===== src/rtl/br_pkg.sv =====
package br_pkg;
  localparam logic [5:0] OP_REGIMM = 6'd1;
  localparam logic [5:0] OP_J      = 6'd2;
  localparam logic [5:0] OP_JAL    = 6'd3;

  typedef enum logic [2:0] {
    C_NONE, C_ALWAYS, C_EQ, C_NE, C_LEZ, C_GTZ, C_LTZ, C_GEZ
  } cond_e;

  typedef struct packed {
    logic  is_ctrl;
    logic  is_jump;
    cond_e cond;
    logic  likely;
    logic  link;
    logic  undef;
  } dec_t;
endpackage


===== src/rtl/br_decode.sv =====
module br_decode
  import br_pkg::*;
(
  input  logic [5:0] op_i,
  input  logic [4:0] sub_i,
  output dec_t       dec_o
);
  always_comb begin
    dec_o = '{is_ctrl: 1'b0, is_jump: 1'b0, cond: C_NONE,
              likely: 1'b0, link: 1'b0, undef: 1'b0};
    if (op_i == OP_REGIMM) begin
      dec_o.is_ctrl = 1'b1;
      // legal codes have bits 3:2 clear; bit0 picks >=0, bit1 likely, bit4 link
      if (sub_i[3:2] != 2'b00) begin
        dec_o.undef = 1'b1;
      end else begin
        dec_o.cond   = sub_i[0] ? C_GEZ : C_LTZ;
        dec_o.likely = sub_i[1];
        dec_o.link   = sub_i[4];
      end
    end else if (op_i == OP_J || op_i == OP_JAL) begin
      dec_o.is_ctrl = 1'b1;
      dec_o.is_jump = 1'b1;
      dec_o.cond    = C_ALWAYS;
      dec_o.link    = (op_i == OP_JAL);
    end else if ((op_i[5:2] == 4'b0001) || (op_i[5:2] == 4'b0101)) begin
      dec_o.is_ctrl = 1'b1;
      dec_o.likely  = op_i[4];
      unique case (op_i[1:0])
        2'd0:    dec_o.cond = C_EQ;
        2'd1:    dec_o.cond = C_NE;
        2'd2:    dec_o.cond = C_LEZ;
        default: dec_o.cond = C_GTZ;
      endcase
    end
  end
endmodule


===== src/rtl/br_cond.sv =====
module br_cond
  import br_pkg::*;
#(
  parameter int XLEN = 32
) (
  input  cond_e           cond_i,
  input  logic [XLEN-1:0] rs_i,
  input  logic [XLEN-1:0] rt_i,
  output logic            hit_o
);
  logic neg, zero, eq;
  assign neg  = rs_i[XLEN-1];
  assign zero = (rs_i == '0);
  assign eq   = (rs_i == rt_i);

  always_comb begin
    unique case (cond_i)
      C_ALWAYS: hit_o = 1'b1;
      C_EQ:     hit_o = eq;
      C_NE:     hit_o = !eq;
      C_LEZ:    hit_o = neg || zero;
      C_GTZ:    hit_o = !neg && !zero;
      C_LTZ:    hit_o = neg;
      C_GEZ:    hit_o = !neg;
      default:  hit_o = 1'b0;
    endcase
  end
endmodule


===== src/rtl/br_target.sv =====
module br_target #(
  parameter int XLEN   = 32,
  parameter int IDX_W  = 26,
  parameter int OFF_W  = 16
) (
  input  logic [XLEN-1:0]  pc_i,
  input  logic [IDX_W-1:0] idx_i,
  input  logic             is_jump_i,
  output logic [XLEN-1:0]  target_o,
  output logic [XLEN-1:0]  seq4_o,
  output logic [XLEN-1:0]  seq8_o
);
  localparam int SEXT_W = XLEN - OFF_W - 2;
  localparam int HI_W   = XLEN - IDX_W - 2;

  logic [XLEN-1:0] br_off, br_tgt, jmp_tgt;

  assign seq4_o  = pc_i + XLEN'(4);
  assign seq8_o  = pc_i + XLEN'(8);
  assign br_off  = {{SEXT_W{idx_i[OFF_W-1]}}, idx_i[OFF_W-1:0], 2'b00};
  assign br_tgt  = seq4_o + br_off;
  assign jmp_tgt = {pc_i[XLEN-1 -: HI_W], idx_i, 2'b00};
  assign target_o = is_jump_i ? jmp_tgt : br_tgt;
endmodule


===== src/rtl/br_resolve_unit.sv =====
module br_resolve_unit
  import br_pkg::*;
#(
  parameter int XLEN     = 32,
  parameter int REG_AW   = 5,
  parameter int LINK_REG = 31
) (
  input  logic              clk_i,
  input  logic              rst_ni,
  input  logic              valid_i,
  input  logic [XLEN-1:0]   pc_i,
  input  logic [31:0]       instr_i,
  input  logic [XLEN-1:0]   rs_val_i,
  input  logic [XLEN-1:0]   rt_val_i,
  output logic              taken_o,
  output logic [XLEN-1:0]   target_o,
  output logic [XLEN-1:0]   fetch_pc_o,
  output logic              link_we_o,
  output logic [REG_AW-1:0] link_idx_o,
  output logic [XLEN-1:0]   link_data_o,
  output logic              annul_o,
  output logic              trap_o,
  output logic              redir_vld_o,
  output logic [XLEN-1:0]   redir_pc_o,
  output logic              kill_o
);
  dec_t            dec;
  logic            hit, act;
  logic [XLEN-1:0] seq4, seq8;

  br_decode u_dec (
    .op_i  (instr_i[31:26]),
    .sub_i (instr_i[20:16]),
    .dec_o (dec)
  );

  br_cond #(.XLEN(XLEN)) u_cond (
    .cond_i (dec.cond),
    .rs_i   (rs_val_i),
    .rt_i   (rt_val_i),
    .hit_o  (hit)
  );

  br_target #(.XLEN(XLEN), .IDX_W(26), .OFF_W(16)) u_tgt (
    .pc_i      (pc_i),
    .idx_i     (instr_i[25:0]),
    .is_jump_i (dec.is_jump),
    .target_o  (target_o),
    .seq4_o    (seq4),
    .seq8_o    (seq8)
  );

  // a trapping encoding has no other architectural effect
  assign act         = valid_i && dec.is_ctrl && !dec.undef;
  assign trap_o      = valid_i && dec.is_ctrl && dec.undef;
  assign taken_o     = act && hit;
  assign annul_o     = act && dec.likely && !hit;
  assign link_we_o   = act && dec.link;
  assign link_idx_o  = REG_AW'(LINK_REG);
  assign link_data_o = seq8;
  assign fetch_pc_o  = annul_o ? seq8 : seq4;

  always_ff @(posedge clk_i or negedge rst_ni) begin
    if (!rst_ni) begin
      redir_vld_o <= 1'b0;
      redir_pc_o  <= '0;
      kill_o      <= 1'b0;
    end else begin
      redir_vld_o <= taken_o;
      kill_o      <= annul_o;
      if (taken_o) redir_pc_o <= target_o;
    end
  end
endmodule


===== config.mk =====
export PLATFORM = sky130hd
export DESIGN_NAME = br_resolve_unit
export DESIGN_NICKNAME = d
export VERILOG_FILES = /design/src/rtl/br_pkg.sv /design/src/rtl/br_decode.sv /design/src/rtl/br_cond.sv /design/src/rtl/br_target.sv /design/src/rtl/br_resolve_unit.sv
export SDC_FILE = /design/constraint.sdc
export NUM_CORES = 1
export LEC_CHECK = 0
export BUFFER_PORTS_ARGS = -buffer_cell sky130_fd_sc_hd__buf_2
export CAP_MARGIN = 40
export CORE_MARGIN = 1.5
export CORE_UTILIZATION = 52
export CTS_BUF_LIST = sky130_fd_sc_hd__clkbuf_8 sky130_fd_sc_hd__clkbuf_16
export DETAILED_ROUTE_END_ITERATION = 12
export GPL_TIMING_DRIVEN = 0
export PLACE_DENSITY = 0.89
export SYNTH_ARGS = -nofsm -noshare
export SYNTH_HDL_FRONTEND = slang
export SYNTH_HIERARCHICAL = 1
export SYNTH_SLANG_ARGS = --single-unit

===== constraint.sdc =====
create_clock -name clk_i -period 16.6 [get_ports clk_i]
set_clock_uncertainty 0.05 [all_clocks]
set_input_delay 3.32 -clock clk_i [delete_from_list [all_inputs] [get_ports clk_i]]
set_output_delay 3.32 -clock clk_i [all_outputs]
set_load 0.05 [all_outputs]

# After elaboration in Yosys (flattened, before gate mapping)
# Cells that the tools add are included.
[totals]
register_bits = 34
input_bits = 131
[classes]
mux = 18
n_eq_ne = 15
reduce_logical = 19
n_addsub = 3
[op_table]
columns = ["cell", "n"]
rows = [
  ["two-way mux 32 bit", 2],
  ["adder 32 x 3 -> 32 bit, second input constant", 1],
  ["adder 32 bit", 1],
  ["adder 32 x 4 -> 32 bit, second input constant", 1],
  ["equality test 32 bit", 1],
  ["zero test 32 bit", 1],
  ["equality test 3 bit, second input constant", 4],
  ["equality test 6 x 2 -> 1 bit, second input constant", 2],
  ["two-way mux 1 bit", 10],
  ["two-way mux 5 bit", 2],
  ["case mux 3 bit (3 select lines)", 1],
  ["logical AND 1 bit", 8],
  ["case mux 1 bit (7 select lines)", 1],
  ["equality test 3 x 2 -> 1 bit, second input constant", 2],
  ["equality test 6 x 1 -> 1 bit, second input constant", 1],
  ["zero test 1 bit", 5],
  ["equality test 4 x 1 -> 1 bit, second input constant", 1],
  ["equality test 4 x 3 -> 1 bit, second input constant", 1],
  ["two-way mux 4 bit", 1],
  ["equality test 3 x 1 -> 1 bit, second input constant", 1],
  ["logical OR 1 bit", 3],
  ["two-way mux 3 bit", 1],
  ["equality test 2 x 1 -> 1 bit, second input constant", 1],
  ["equality test 2 bit, second input constant", 1],
  ["2 further kinds", 2],
]

# Longest topological paths before layout
# Gate-level depths: netlist of run 1.
[logic_depth]
ltp_word = 10
depth_mapped = 21
ltp_nobuf = 19

# Modules after synthesis
# Netlist of run 1, hierarchy kept.
[modules_own_cells]
columns = ["module", "seq_area_each_um2", "cells_per_inst", "instances", "area_each_um2"]
rows = [
  ["br_target", 0.0, 447, 1, 3031.7],
  ["br_resolve_unit", 850.8, 117, 1, 1819.2],
  ["br_cond", 0.0, 63, 1, 475.5],
  ["br_decode", 0.0, 23, 1, 155.1],
]

# Worst setup path after synthesis of run 1
# OpenSTA, ideal clock, no wires.
[synth_timing]
path_type = "in2out"
start = "input pc_i[3]"
end = "output target_o[25]"
slack_ns = 5.387
required_time_ns = 13.230
path_stages = 17
arrival_time_ns = 7.843
cell_sequence = "ha_1 -> and4_1 -> and3_4 -> and3_4 -> and3_1 -> buf_4 -> nand2_1 -> xnor2_1 -> ha_1 -> nand3_1 -> or3_1 -> a211oi_1 -> or3_4 -> a31o_1 -> a21o_1 -> a211oi_1 -> o41ai_1"
[synth_between]
elab_chain_len = 3
[synth_rtl]
columns = ["item", "line", "rtl"]
rows = [
  ["start: declaration", "br_resolve_unit.sv:11", "input logic [XLEN-1:0] pc_i,"],
  ["adder 32 x 3 -> 32 bit", "br_target.sv:18", "assign seq4_o = pc_i + XLEN'(4);"],
  ["named net seq4[19]", "br_resolve_unit.sv:29", "logic [XLEN-1:0] seq4, seq8;"],
  ["adder 32 bit", "br_target.sv:21", "assign br_tgt = seq4_o + br_off;"],
  ["two-way mux 32 bit", "br_target.sv:23", "assign target_o = is_jump_i ? jmp_tgt : br_tgt;"],
  ["end: declaration", "br_resolve_unit.sv:16", "output logic [XLEN-1:0] target_o,"],
]
# The timed path passes the listed nets, and every way through them passes these cells.

# Worst setup path after layout of run 1
[layout_timing]
start = "input pc_i[4]"
end = "output target_o[31]"
# Same word-level chain as after synthesis.

==> run_results.csv, run 1 <==
group,metric,value,unit
status,status,"complete, no violations",
timing,fmax,88.6,MHz
drt,drtIter0Drc,334,
cts,cts_tree,"built",
cts,insertion_delay,280,ps
drt,dr.pass1.iters,8,
cts,cts_buffers,5,
cts,clock_path_buffers,2,
synthesis,syn_inst,650,
global_routing,grt_use_met2,51.3,%
hold_path,hold_class,"flop to flop",
synthesis,ys_warn_count,6,
worst_setup_path,cp-end-kind,"primary output",
placement,dp.cells,1048,
drt,drt-wirelength-per-cell,16.3,um
worst_setup_path,worstSetupPathType,"input pin to primary output",
die,placementRows,37,
global_routing,grt.met1_usage,36.1,%
die,start_util,53.3,%
die,die_w,106,um
power,p_leak,0.00350,uW
global_routing,use_met3,5.57,%
final_layout,num_antenna_cells,0,
die,die_area,11200,um2
placement,place_hpwl,14500,um
synthesis,synth_cell_types,71,
worst_setup_path,cp_max_fo,6,
worst_setup_path,cp.required,13230,ps
synthesis,synth_top_area_cell,"dfrtp_1",
drt,vias,5919,
timing,fin_tns_setup,0,ps
power,power_density,84.0,nW/um2
global_routing,overflow,0,
cts,clockRootBuffer,"clkbuf_8",
cts,hold_buffers,0,
timing,max_slew.worst_pin.slew,765,ps
power,ir_drop,0.0945,mV
timing,rsz0062_at_grt,"no",
die,ios,270,
final_layout,syn_to_final_growth,29.4,%
die,die_h,106,um
synthesis,synth-edff-count,0,
placement,place_ws,5380,ps
synthesis,synthArstFlopShare,100,%
cts,cts_sinks,34,
drt,drc,0,
timing,finalSetupViolCount,0,
timing,fin_crit,11290,ps
synthesis,synth_top_flop_cell,"dfrtp_1",
global_routing,grt_start_max_net_pins,35,
final_layout,n_fill_cell,870,
global_routing,antenna_found_initial,0,
global_routing,grt_use_total,29.5,%
timing,holdWs,452,ps
synthesis,synthTopCellsByArea,"dfrtp_1, xnor2_1, ha_1",
final_layout,final_cells,1056,
drt,via_per_inst,5.61,
job,cap_viol_max_count,0,
global_routing,grt_busiest_layer,"met2",
synthesis,syn_avg_cell_area,8.43,um2
synthesis,yosysSeqAreaShare,15.5,%
timing,slew-limit-headroom,49.0,%
die,coreArea,10300,um2
drt,routed_wirelength,17200,um
synthesis,synth_seq_cells,34,
drt,antenna_left,0,
worst_setup_path,crit_arrival,7920,ps
synthesis,synth_top_area_share,15.5,%
final_layout,drive_gt1_share,41.8,%
timing,hold_viol,0,
placement,gp_congestion,0.978,
global_routing,grt_pass1_wl,26900,um
synthesis,syn_area,5480,um2
cts,cts_setup_buffers,0,
worst_setup_path,cp-start-kind,"input pin",
final_layout,fin_nets,1086,
cts,clk_pin_slew,70,ps
timing,setup_slack,5310,ps
cts,htree_levels,2,
global_routing,first_global_vias,5763,
cts,cts_resized,0,
timing,period_share,68.0,%
placement,port-buffer-count,258,
timing,finalMaxSlewViolations,0,
==> registers in the layout (all words and copies together), names as in the netlist <==
name and flops:
redir_vld_o 1, kill_o 1, redir_pc_o 32
==> metrics by stage <==
| step | cell area (um2) | power (uW) | utilization, % |
|---|---|---|---|
| 2_1_floorplan | 5500 | 404 | - |
| 3_3_place_gp | 6960 | 496 | 67.7 |
| 3_5_place_dp | 6960 | 502 | 67.7 |
| 4_1_cts | 7100 | 598 | 69.0 |
| 5_1_grt | 7100 | 625 | 69.0 |
| 6_report | 7100 | 596 | 69.0 |
==> cells in the final DEF, fill, tap and decap left out, types with 6 or more instances in the layout <==
| cell | count |
|---|---|
| xor2_1 | 31 |
| nand4_1 | 25 |
| nand2_1 | 72 |
| clkbuf_1 | 11 |
| buf_4 | 12 |
| a21o_1 | 20 |
| xnor2_1 | 80 |
| inv_1 | 16 |
| mux2_4 | 29 |
| and3_1 | 8 |
| buf_6 | 6 |
| o21ai_0 | 33 |
| nor2_1 | 30 |
| dfrtp_1 | 34 |
| nand3_1 | 18 |
| a21oi_1 | 29 |
| mux2_2 | 38 |
| buf_2 | 269 |
| ha_1 | 35 |
| nor4_1 | 10 |
| nor3_1 | 12 |
==> kinds of logic (layout without fill, tap and decap cells) <==
kind of cell | Yosys count | after routing | share of synthesized area (%)
AO/OA/AOI/OAI | 125 | 125 | 15.0
other | 1 | 5 | 0.0684
buffers and inverters | 56 | 322 | 5.73
AND/OR/NAND/NOR | 218 | 218 | 21.3
flip-flops | 34 | 34 | 15.5
adder cells (fa/ha/maj) | 36 | 36 | 8.35
multiplexers | 68 | 68 | 15.9
XOR/XNOR | 112 | 112 | 18.0
==> layer usage <==
| layer | routed length [um] | part of all wire (%) | up-vias |
|---|---|---|---|
| met1 | 7180 | 42 | 2732 |
| li1 | - | - | 2870 |
| met4 | 595 | 3.5 | 0 |
| met3 | 1290 | 7.5 | 51 |
| met2 | 8110 | 47 | 266 |
| met5 | 0 | 0 | - |
==> synthesized netlist by cell type (16+ instances only) <==
| cell | number |
|---|---|
| xnor2_1 | 80 |
| nand2_1 | 72 |
| mux2_2 | 38 |
| ha_1 | 35 |
| dfrtp_1 | 34 |
| o21ai_0 | 33 |
| xor2_1 | 31 |
| nor2_1 | 30 |
| a21oi_1 | 29 |
| mux2_4 | 29 |
| nand4_1 | 25 |
| a21o_1 | 20 |
| nand3_1 | 18 |
| inv_1 | 16 |
==> report_power, final <==
group | switching (uW) | internal, uW
Clock | 33.0 | 60.2
Combinational | 278 | 112
Sequential | 9.00 | 103
Total | 320 | 276
==> final timing paths <==
path / slack [ps] / end / start / cells past startpoint
max in group asynchronous: 12960 / redir_pc_o[28]$_DFFE_PN0P_ / rst_ni / 1
min in group asynchronous: 3050 / redir_pc_o[12]$_DFFE_PN0P_ / rst_ni / 1
max: 5310 / target_o[31] / pc_i[4] / 20
min reg2reg: 450 / redir_pc_o[26]$_DFFE_PN0P_ / redir_pc_o[26]$_DFFE_PN0P_ / 1
min: 450 / redir_pc_o[26]$_DFFE_PN0P_ / redir_pc_o[26]$_DFFE_PN0P_ / 1
max reg2reg: 15780 / redir_pc_o[2]$_DFFE_PN0P_ / redir_pc_o[2]$_DFFE_PN0P_ / 1
==> critical path, stage by stage <==
cell and delay, ps:
buf_2 140, ha_1 290, and4_1 290, and3_4 230
and3_4 200, and3_1 150, buf_4 130, nand2_1 80
xnor2_1 180, ha_1 400, nand3_1 150, or3_1 390
a211oi_1 370, or2_2 210, a21o_1 160, o41ai_2 80
a32oi_1 280, mux2i_1 310, xor2_1 240, buf_2 310
==> cell type report <==
cell class	count	area (um2)	area share, %
clock inverters	3	68.8	0.970
inverters	16	60.1	0.846
flip-flops and latches	34	851	12.0
well taps	136	170	2.40
multi-input cells	564	4330	61.0
clock buffers	5	68.8	0.970
plain buffers	40	254	3.58
repair buffers	258	1290	18.2
No activity file was read; power rests on OpenSTA's default activity.
==> run 2, diff against run 1 <==
--- a/config.mk
+++ b/config.mk
@@ -8,11 +8,11 @@
 export BUFFER_PORTS_ARGS = -buffer_cell sky130_fd_sc_hd__buf_2
 export CAP_MARGIN = 40
 export CORE_MARGIN = 1.5
-export CORE_UTILIZATION = 52
+export CORE_UTILIZATION = 48
 export CTS_BUF_LIST = sky130_fd_sc_hd__clkbuf_8 sky130_fd_sc_hd__clkbuf_16
 export DETAILED_ROUTE_END_ITERATION = 12
 export GPL_TIMING_DRIVEN = 0
-export PLACE_DENSITY = 0.89
+export PLACE_DENSITY = 0.83
 export SYNTH_ARGS = -nofsm -noshare
 export SYNTH_HDL_FRONTEND = slang
 export SYNTH_HIERARCHICAL = 1
==> constraint.sdc (replaced) <==
create_clock -name clk_i -period 10.7 [get_ports clk_i]
set_clock_uncertainty 0.05 [all_clocks]
set_input_delay 2.14 -clock clk_i [delete_from_list [all_inputs] [get_ports clk_i]]
set_output_delay 2.14 -clock clk_i [all_outputs]
set_load 0.05 [all_outputs]
==> run_results.csv, run 2 (synthesized netlist as in run 1, its figures left out) <==
group,metric,value,unit
status,status,"complete, no violations",
job,cap_viol_max_count,0,
final_layout,num_antenna_cells,0,
timing,fmax,112,MHz
timing,period_share,83.1,%
cts,cts_sinks,34,
drt,routed_wirelength,17200,um
final_layout,largest-register,"redir_pc_o",
drt,via_per_inst,5.54,
global_routing,grt_use_total,28.0,%
global_routing,grt_start_max_net_pins,35,
power,finalPower,970,uW
worst_setup_path,cp.required,8510,ps
final_layout,syn_to_final_growth,30.6,%
die,placementRows,38,
placement,place_hpwl,14600,um
cts,cts_buffers,5,
placement,port-buffer-count,258,
worst_setup_path,rrSetupSlack,9870,ps
final_layout,final_common_cell,"buf_2",
worst_setup_path,cp-end-kind,"primary output",
die,ios,270,
final_layout,n_fill_cell,1005,
cts,htree_levels,2,
timing,holdWs,446,ps
global_routing,antenna_found_initial,0,
drt,antenna_left,0,
global_routing,overflow,0,
drt,vias,5868,
cts,hold_buffers,0,
worst_setup_path,cp_max_fo,6,
timing,finalMaxSlewViolations,0,
cts,insertion_delay,280,ps
drt,drt-wirelength-per-cell,16.2,um
timing,rsz0062_at_grt,"no",
die,die_w,110,um
placement,place_ws,1900,ps
hold_path,hold_path_depth,1,
die,coreArea,11000,um2
final_layout,drive_gt1_share,41.8,%
power,p_leak,0.00353,uW
final_layout,top_regs,"redir_pc_o (32), kill_o (1), redir_vld_o (1)",
worst_setup_path,r2r-start,"redir_pc_o[3]$_DFFE_PN0P_",
cts,clockRootBuffer,"clkbuf_16",
die,start_util,49.9,%
timing,slew-limit-headroom,47.4,%
placement,gp_congestion,0.924,
final_layout,post-route-util,65.2,%
cts,cts_resized,0,
drt,dr.pass1.iters,4,
worst_setup_path,cp-start-kind,"input pin",
worst_setup_path,worstSetupPathType,"input pin to primary output",
cts,cts_setup_buffers,0,
drt,drtIter0Drc,332,
worst_setup_path,cp-endpoint,"target_o[31]",
worst_setup_path,rr_endpoint,"redir_pc_o[3]$_DFFE_PN0P_",
timing,setup_slack,1810,ps
drt,drc,0,
timing,hold_viol,0,
worst_setup_path,crit_path_start,"pc_i[4]",
timing,fin_crit,8890,ps
power,ir_drop,0.131,mV
global_routing,first_global_vias,5518,
die,die_h,110,um
cts,clock_path_buffers,2,
cts,clk_pin_slew,50,ps
final_layout,fin_nets,1086,
worst_setup_path,crit_arrival,6700,ps
hold_path,hold_class,"flop to flop",
final_layout,largest_reg_flops,32,
power,power_density,136,nW/um2
timing,finalSetupViolCount,0,
cts,cts_tree,"built",
timing,fin_tns_setup,0,ps
global_routing,grt_pass1_wl,26600,um
timing,max_slew.worst_pin.slew,789,ps
worst_setup_path,r2r_cells,1,
final_layout,final_cell_mix,"buf_2, xnor2_1, nand2_1",
die,die_area,12100,um2
==> run 2: worst min path at each step <==
| stage | start | end | slack [ps] |
|---|---|---|---|
| 2_1_floorplan | redir_pc_o[21]$_DFFE_PN0P_ | redir_pc_o[21]$_DFFE_PN0P_ | 820 |
| 3_3_place_gp | redir_pc_o[28]$_DFFE_PN0P_ | redir_pc_o[28]$_DFFE_PN0P_ | 430 |
| 3_5_place_dp | redir_pc_o[27]$_DFFE_PN0P_ | redir_pc_o[27]$_DFFE_PN0P_ | 440 |
| 4_1_cts | redir_pc_o[27]$_DFFE_PN0P_ | redir_pc_o[27]$_DFFE_PN0P_ | 450 |
| 5_1_grt | redir_pc_o[1]$_DFFE_PN0P_ | redir_pc_o[1]$_DFFE_PN0P_ | 470 |
| 6_report | redir_pc_o[26]$_DFFE_PN0P_ | redir_pc_o[26]$_DFFE_PN0P_ | 450 |
==> run 2: final cells by class <==
type	count	area (um2)	area share, %
plain buffers	40	254	3.55
clock buffers	5	125	1.75
clock inverters	3	68.8	0.962
inverters	16	60.1	0.839
multi-input cells	564	4330	60.5
flip-flops and latches	34	851	11.9
well taps	140	175	2.45
repair buffers	258	1290	18.0
==> run 2: through the flow <==
step / cell area [um2] / instances
final: 7160 / 1060
after detailed placement: 6960 / 1052
after CTS: 7160 / 1060
after global routing: 7160 / 1060
after global placement: 6960 / 1052
after floorplan: 5500 / 654
==> run 2: per-layer routing <==
layer	vias up	global-route usage [%]	wire length, um
met2	229	48.2	8220
li1	2872	-	-
met1	2731	33.8	7230
met5	-	0	0
met3	36	7.23	1290
met4	0	9.00	473
==> run 2: power by group <==
part,leakage (uW),total (uW),switching (uW),internal [uW]
Clock,0.0000940,192,58.2,134
Combinational,0.00299,603,430,173
Sequential,0.000447,175,14.4,161
==> run 2: worst max-delay path, stage by stage <==
cell and delay (ps):
buf_2 150, ha_1 330, and4_1 310, and3_4 230, and3_4 200, and3_1 150, buf_4 130, nand2_1 80
xnor2_1 180, ha_1 400, nand3_1 150, or3_1 420, a211oi_1 370, or2_2 210, a21o_1 170, o41ai_2 70
a32oi_1 250, mux2i_1 240, xor2_1 210, buf_2 300
